<file path="config.mk">
export PLATFORM = sky130hd
export DESIGN_NAME = dyn_bus_sizer
export DESIGN_NICKNAME = d
export VERILOG_FILES = /design/src/rtl/dbs_pkg.sv /design/src/rtl/dbs_step_calc.sv /design/src/rtl/dbs_lane_router.sv /design/src/rtl/dbs_read_merge.sv /design/src/rtl/dyn_bus_sizer.sv
export SDC_FILE = /design/constraint.sdc
export NUM_CORES = 1
export LEC_CHECK = 0
export BUFFER_PORTS_ARGS = -buffer_cell sky130_fd_sc_hd__clkbuf_2
export CAP_MARGIN = 10
export CELL_PAD_IN_SITES_DETAIL_PLACEMENT = 2
export CELL_PAD_IN_SITES_GLOBAL_PLACEMENT = 2
export CORE_UTILIZATION = 31
export DETAILED_ROUTE_END_ITERATION = 8
export PLACE_DENSITY_LB_ADDON = 0.1
export SETUP_SLACK_MARGIN = 0.5
export SLEW_MARGIN = 10
export SYNTH_ARGS = -nofsm -noshare
export SYNTH_HDL_FRONTEND = slang
export SYNTH_SLANG_ARGS = --single-unit
</file>
<file path="constraint.sdc">
create_clock -name clk -period 6.2 [get_ports clk]
set_input_delay 0.62 -clock clk [delete_from_list [all_inputs] [get_ports clk]]
set_output_delay 0.62 -clock clk [all_outputs]
set_load 0.05 [all_outputs]
</file>
<file path="src/rtl/dbs_pkg.sv">
package dbs_pkg;

    localparam int BYTE_W = 8;
    localparam int LANES  = 4;
    localparam int DATA_W = BYTE_W * LANES;
    localparam int CNT_W  = $clog2(LANES) + 1;

    localparam logic [1:0] ACK_NONE = 2'b00;
    localparam logic [1:0] ACK_P8   = 2'b01;
    localparam logic [1:0] ACK_P16  = 2'b10;
    localparam logic [1:0] ACK_P32  = 2'b11;

    typedef enum logic [1:0] {
        S_IDLE  = 2'd0,
        S_CYCLE = 2'd1,
        S_DONE  = 2'd2
    } dbs_state_t;

    // Length code 00 stands for a full four-byte operand.
    function automatic logic [CNT_W-1:0] len_decode(input logic [1:0] code);
        return (code == 2'b00) ? CNT_W'(LANES) : CNT_W'(code);
    endfunction

endpackage

</file>
<file path="src/rtl/dbs_step_calc.sv">
module dbs_step_calc
    import dbs_pkg::*;
(
    input  logic [1:0]       ack,
    input  logic [CNT_W-1:0] remain,
    input  logic [1:0]       offs,
    output logic [CNT_W-1:0] step,
    output logic [1:0]       base_lane
);
    logic [CNT_W-1:0] window;

    // Bytes the answering port can take from this offset, and the lane of
    // the first of them.
    always_comb begin
        window    = '0;
        base_lane = '0;
        unique case (ack)
            ACK_P32: begin
                window    = CNT_W'(LANES) - CNT_W'(offs);
                base_lane = offs;
            end
            ACK_P16: begin
                window    = CNT_W'(2) - CNT_W'(offs[0]);
                base_lane = {1'b0, offs[0]};
            end
            ACK_P8: begin
                window    = CNT_W'(1);
                base_lane = '0;
            end
            default: begin
                window    = '0;
                base_lane = '0;
            end
        endcase
        step = (window < remain) ? window : remain;
    end

endmodule

</file>
<file path="src/rtl/dbs_lane_router.sv">
module dbs_lane_router
    import dbs_pkg::*;
(
    input  logic [DATA_W-1:0] operand,
    input  logic [CNT_W-1:0]  remain,
    input  logic [1:0]        offs,
    output logic [DATA_W-1:0] lanes
);
    logic [BYTE_W-1:0] rb [LANES];
    logic [CNT_W-1:0]  skip;

    // rb[j] is the j-th outstanding operand byte; zero past the end.
    always_comb begin
        skip = CNT_W'(LANES) - remain;
        for (int j = 0; j < LANES; j++) begin
            if (int'(skip) + j < LANES)
                rb[j] = operand[DATA_W-1-BYTE_W*(int'(skip)+j) -: BYTE_W];
            else
                rb[j] = '0;
        end
    end

    for (genvar k = 0; k < LANES; k++) begin : g_lane
        if (k == 0) begin : g_first
            // narrowest port always reads the top lane
            assign lanes[DATA_W-1 -: BYTE_W] = rb[0];
        end else if (k == 1) begin : g_second
            // half-width port: odd offset starts on this lane
            assign lanes[DATA_W-1-BYTE_W -: BYTE_W] = offs[0] ? rb[0] : rb[1];
        end else begin : g_low
            assign lanes[DATA_W-1-BYTE_W*k -: BYTE_W] =
                (offs <= 2'(k)) ? rb[2'(k) - offs] : '0;
        end
    end

endmodule

</file>
<file path="src/rtl/dbs_read_merge.sv">
module dbs_read_merge
    import dbs_pkg::*;
(
    input  logic [DATA_W-1:0] cur,
    input  logic [DATA_W-1:0] bus_data,
    input  logic [CNT_W-1:0]  remain,
    input  logic [CNT_W-1:0]  step,
    input  logic [1:0]        base_lane,
    output logic [DATA_W-1:0] merged
);
    int idx;
    int lane;

    always_comb begin
        merged = cur;
        idx    = 0;
        lane   = 0;
        for (int j = 0; j < LANES; j++) begin
            if (CNT_W'(j) < step) begin
                idx  = LANES - int'(remain) + j;
                lane = int'(base_lane) + j;
                if (idx >= 0 && idx < LANES && lane < LANES)
                    merged[DATA_W-1-BYTE_W*idx -: BYTE_W] =
                        bus_data[DATA_W-1-BYTE_W*lane -: BYTE_W];
            end
        end
    end

endmodule

</file>
<file path="src/rtl/dyn_bus_sizer.sv">
module dyn_bus_sizer
    import dbs_pkg::*;
#(
    parameter int ADDR_W = 32
) (
    input  logic              clk,
    input  logic              rst,
    input  logic              req_valid,
    output logic              req_ready,
    input  logic              req_write,
    input  logic [1:0]        req_len,
    input  logic [ADDR_W-1:0] req_addr,
    input  logic [DATA_W-1:0] req_wdata,
    output logic              rsp_done,
    output logic [DATA_W-1:0] rsp_rdata,
    output logic              bus_strobe,
    output logic              bus_write,
    output logic [ADDR_W-1:0] bus_addr,
    output logic [1:0]        bus_len,
    output logic [DATA_W-1:0] bus_wdata,
    input  logic [DATA_W-1:0] bus_rdata,
    input  logic [1:0]        port_ack
);
    dbs_state_t        state, state_nx;
    logic [DATA_W-1:0] op_q;
    logic [DATA_W-1:0] rdata_q;
    logic [DATA_W-1:0] merged;
    logic [CNT_W-1:0]  remain_q;
    logic [CNT_W-1:0]  step;
    logic [1:0]        base_lane;
    logic [ADDR_W-1:0] addr_q;
    logic              wr_q;
    logic              accept;
    logic              moved;

    dbs_step_calc u_step (
        .ack       (port_ack),
        .remain    (remain_q),
        .offs      (addr_q[1:0]),
        .step      (step),
        .base_lane (base_lane)
    );

    dbs_lane_router u_route (
        .operand (op_q),
        .remain  (remain_q),
        .offs    (addr_q[1:0]),
        .lanes   (bus_wdata)
    );

    dbs_read_merge u_merge (
        .cur       (rdata_q),
        .bus_data  (bus_rdata),
        .remain    (remain_q),
        .step      (step),
        .base_lane (base_lane),
        .merged    (merged)
    );

    assign accept = (state == S_IDLE) && req_valid;
    assign moved  = (state == S_CYCLE) && (step != '0);

    // State register
    always_ff @(posedge clk) begin
        if (rst) state <= S_IDLE;
        else     state <= state_nx;
    end

    always_comb begin
        state_nx = state;
        unique case (state)
            S_IDLE:  if (req_valid) state_nx = S_CYCLE;          // accept
            S_CYCLE: if (moved && step == remain_q) state_nx = S_DONE; // finish
            S_DONE:  state_nx = S_IDLE;                          // release
            default: state_nx = S_IDLE;
        endcase
    end

    // Operand, address, count and read assembly registers
    always_ff @(posedge clk) begin
        if (rst) begin
            op_q     <= '0;
            rdata_q  <= '0;
            remain_q <= '0;
            addr_q   <= '0;
            wr_q     <= 1'b0;
        end else if (accept) begin
            op_q     <= req_wdata;
            rdata_q  <= '0;
            remain_q <= len_decode(req_len);
            addr_q   <= req_addr;
            wr_q     <= req_write;
        end else if (moved) begin
            remain_q <= remain_q - step;
            addr_q   <= addr_q + ADDR_W'(step);
            if (!wr_q) rdata_q <= merged;
        end
    end

    // Outputs
    always_comb begin
        req_ready  = 1'b0;
        bus_strobe = 1'b0;
        rsp_done   = 1'b0;
        unique case (state)
            S_IDLE:  req_ready  = 1'b1;
            S_CYCLE: bus_strobe = 1'b1;
            S_DONE:  rsp_done   = 1'b1;
            default: ;
        endcase
    end

    assign bus_addr  = addr_q;
    assign bus_len   = remain_q[1:0];
    assign bus_write = wr_q;
    assign rsp_rdata = rdata_q;

    // Assertions
    assert_first_cycle_R1: assert property (@(posedge clk) disable iff (rst)
        (req_valid && req_ready) |=>
            (bus_strobe && bus_addr == $past(req_addr) && bus_len == $past(req_len)));

    assert_wait_hold_R3: assert property (@(posedge clk) disable iff (rst)
        (bus_strobe && port_ack == ACK_NONE) |=>
            (bus_strobe && $stable(bus_addr) && $stable(bus_len)));

    assert_byte_port_step_R4: assert property (@(posedge clk) disable iff (rst)
        (bus_strobe && port_ack == ACK_P8 && bus_len != 2'b01) |=>
            (bus_strobe && bus_addr == $past(bus_addr) + ADDR_W'(1)
             && bus_len == $past(bus_len) - 2'd1));

    assert_full_port_done_R4: assert property (@(posedge clk) disable iff (rst)
        (bus_strobe && port_ack == ACK_P32 && bus_addr[1:0] == 2'b00) |=> rsp_done);

    assert_done_pulse_R6: assert property (@(posedge clk) disable iff (rst)
        rsp_done |=> (!rsp_done && req_ready));

    assert_ready_excl_R7: assert property (@(posedge clk) disable iff (rst)
        !(req_ready && bus_strobe));

endmodule

</file>
==> summary.txt <==
Run status
  • Status: finished, final reports clean

Place
  • I/O Buffers: slightly above 200
  • Place WS: approximately 1.2 ns
  • Detailed placement HPWL: 27.58 mm
  • GPL Wtd Cong: ~0.85

Clocking
  • Root Driver: clkbuf_16
  • Post-CTS setup buffers: 0
  • Clock Pin Slew Worst Setup and Hold Paths: about 0.080 ns
  • PostCTS Resize Cnt: 0
  • Worst-skew pair later-pin latency: 0.36 ns
  • Max H-tree Level: 3
  • Post-CTS Hold Buffers: 0
  • Num CTS Buffers: 9
  • CTS tree: yes
  • Clk sinks: 102
  • CTS Buffer Depth: 2

STA
  • Fmax: between 0.15 and 0.2 GHz
  • Worst-Margin Slew: 1.033 ns
  • TNS Setup: 0 ns
  • Final Max Slew Viols: 0
  • Hold_ws: around 0.47 ns
  • Final setup viols: 0
  • Period utilisation layout: approximately four fifths
  • Endpoints failing hold: 0
  • Minimum clock period: ~5 ns
  • Max-slew headroom: a little under a third
  • Fin Clk Skew: about 0.015 ns
  • Setup WS post-layout: 1.188 ns
  • RSZ-0062 raised after global routing: no

Worst setup path
  • Slowest CP cell: ha_1
  • CP Capture Type: register
  • Crit-path most repeated cell: ha_1
  • CP Class: register to register
  • Worst EP arrival: 5.29 ns
  • Peak per-stage delay on the critical path: just over 0.8 ns
  • Crit path launch type: register
  • CP delay by family, top: adder cells
  • CP Max Fanout: 17
  • CP Buf/Inv Count: 2
  • Cell Chain, Critical Path: buf_4 -> clkinv_1 -> ha_1 -> nand2b_1 -> and3_1 -> ha_1 -> o21a_1 -> o21ai_0 -> o21ai_0 -> ha_1 -> a21o_1 -> a21oi_1 -> or3_1 -> nor2_1 -> nand4_1 -> xor2_1 -> a211oi_1
  • Req. time, crit path: 6.47 ns

Die
  • I/O pin cnt: about 200
  • Die Area: between 20000 and 30000 µm²
  • Row cnt: 61
  • Placeable Area: 27860 µm²
  • Die span in y: between 150 and 200 µm
  • Initial core utilization: between 30% and 40%
  • Die span in x: approximately 170 µm

Synthesis
  • Yosys cell types: 81
  • Post-Synthesis Cell Area: a little under 9000 µm²
  • Cell count after synthesis: about 1100
  • #FFs+latches synth: just over 100
  • Cell taking the most area after synthesis: dfxtp_1
  • Sequential area share after synthesis: around 23%
  • Number of synthesized flops with an enable pin: 0
  • Most used DFF post-synth: dfxtp_1
  • Ys Warns: 0
  • Syn Area/Cell: between 7 and 8 µm²
  • Ys async rst share: 0%
  • Syn nets: 1269
  • Synth top area cells: dfxtp_1 (23%), nand2_1 (8.1%), mux4_2 (6.4%), mux2i_1 (6.3%), a211oi_1 (4.3%)
  • Top cell type's share of synthesized area: between 20% and 30%

Cells and area
  • Area Overhead vs Synth: 18.12%
  • Commonest non-fill, non-tap cell in the layout: clkbuf_2
  • # nets final: between 1000 and 1500
  • N_diodes: 0
  • Final core utilization: between 30% and 40%
  • Layout cells sized above 1: between 20% and 30%
  • Most frequent cells in the layout: clkbuf_2 (205), nand2_1 (190), dfxtp_1 (100), nor2_1 (92), a21oi_1 (70)

Drt
  • Drt wl/cell: 21.41 µm
  • TritonRoute pass-1 iters: 5
  • Detail Route Antenna Nets: 0
  • Drt drc: 0
  • WL met3: just over 2 mm
  • Met2 wire length: ~15 mm
  • Via count: 9351
  • Initial DRC Count: approximately 570
  • Drt via density: 5.599
  • Highest Signal Layer: met4
  • Metal-1 WL: between 15 and 20 mm
  • Post-Route WL: ~36 mm

GRT
  • Largest net degree at the start of global routing: 100
  • First-pass GRT wire length: 56.06 mm
  • Vias in the first global route: 9724
  • Total track usage: ~25%
  • GRT overflow: 0
  • Antenna violations before repair: 0

Flow run
  • Maxcap violations: 0

Power and ir drop
  • Cell Pwr Density: approximately 310 nW/µm²
  • Leak: 4.455 nW
  • Total Power: 0.003213 W
  • VDD IR max: 0.1527 mV

Min path
  • Min-Delay Path Class: input pin to register
==> cell type report <==
| cell class | instances | area, µm² |
|---|---|---|
| sequential | 102 | 2044 |
| fill | 3292 | 17460 |
| inverter | 43 | 166.4 |
| clock inverter | 6 | 62.56 |
| tap | 378 | 473.0 |
| timing repair buffer | 227 | 1191 |
| multi-input combinational | 904 | 6221 |
| clock buffer | 10 | 239.0 |
==> cell families (layout without fill, tap and decap cells) <==
logic type | count (synthesis) | in the layout | synth area share [%]
simple gates | 457 | 457 | 24.83
compound gates | 280 | 280 | 22.20
xor+xnor | 40 | 40 | 4.065
mux | 95 | 95 | 14.70
flops | 102 | 102 | 23.20
buf+inv | 127 | 286 | 6.283
fa+ha+maj | 32 | 32 | 4.719
==> metal layers <==
layer / up-vias / track usage [%]
met5: - / 0
met4: 0 / 4.230
met3: 21 / 4.303
met2: 240 / 37.89
met1: 4661 / 36.76
li1: 4429 / -
==> state kept, by name (all words and copies together) (netlist names) <==
signal,flops
rsp_rdata,32
bus_write,1
remain_q,3
op_q,32
bus_addr,32
state,2
==> stage by stage <==
step / instances / cell area [µm²]
after CTS: 1670 / 10400
final: 1670 / 10400
after floorplan: 1133 / 8802
after global placement: 1654 / 10100
after global routing: 1670 / 10400
after detailed placement: 1654 / 10100
==> worst register-to-register path: cells and delay by family (launching register included) <==
| family | cells | cell delay (ns) |
|---|---|---|
| simple gates | 5 | 1.31 |
| flops | 1 | 0.31 |
| xor+xnor | 1 | 0.16 |
| buf+inv | 2 | 0.58 |
| compound gates | 6 | 1.15 |
| fa+ha+maj | 3 | 1.40 |
==> where the power goes <==
group / leakage (nW) / switching (W) / internal [W]
Clock: 0.149 / 0.000302 / 0.000296
Combinational: 3.47 / 0.00128 / 0.000534
Sequential: 0.836 / 0.0000755 / 0.000722
Total: 4.46 / 0.00166 / 0.00155
==> Yosys cell counts (3+ instances only) <==
master,n
mux2_2,14
mux4_2,25
and4_1,4
o22ai_1,5
and2_1,8
xor2_1,19
a311oi_1,3
o211ai_1,38
buf_2,17
o211a_1,3
xnor2_1,20
nor3_1,25
a21oi_1,70
nand4_1,13
nor2_1,92
inv_1,37
a222oi_1,4
a211o_1,7
dfxtp_1,102
a211oi_1,50
buf_4,5
nor2b_1,22
or3_1,9
nor4_1,4
clkinv_1,4
and3_1,23
a31oi_1,8
a32o_1,8
a2111oi_0,3
mux2i_1,55
buf_1,6
nand2_1,191
nand2b_1,8
o21ai_0,41
clkbuf_1,51
buf_6,4
a22oi_1,9
o2111a_1,7
nand3_1,28
or2_2,5
ha_1,30
==> worst paths after layout <==
check | startpoint | endpoint | slack (ns) | depth (start not counted)
worst min register to register | op_q[21] | op_q[21] | 0.49 | 2
worst min-delay path | req_addr[2] | bus_addr[2] | 0.47 | 3
worst max-delay path | bus_addr[1] | bus_addr[15] | 1.19 | 17
worst max register to register | bus_addr[1] | bus_addr[15] | 1.19 | 17
Note: power is estimated with default switching activity, not from simulation.
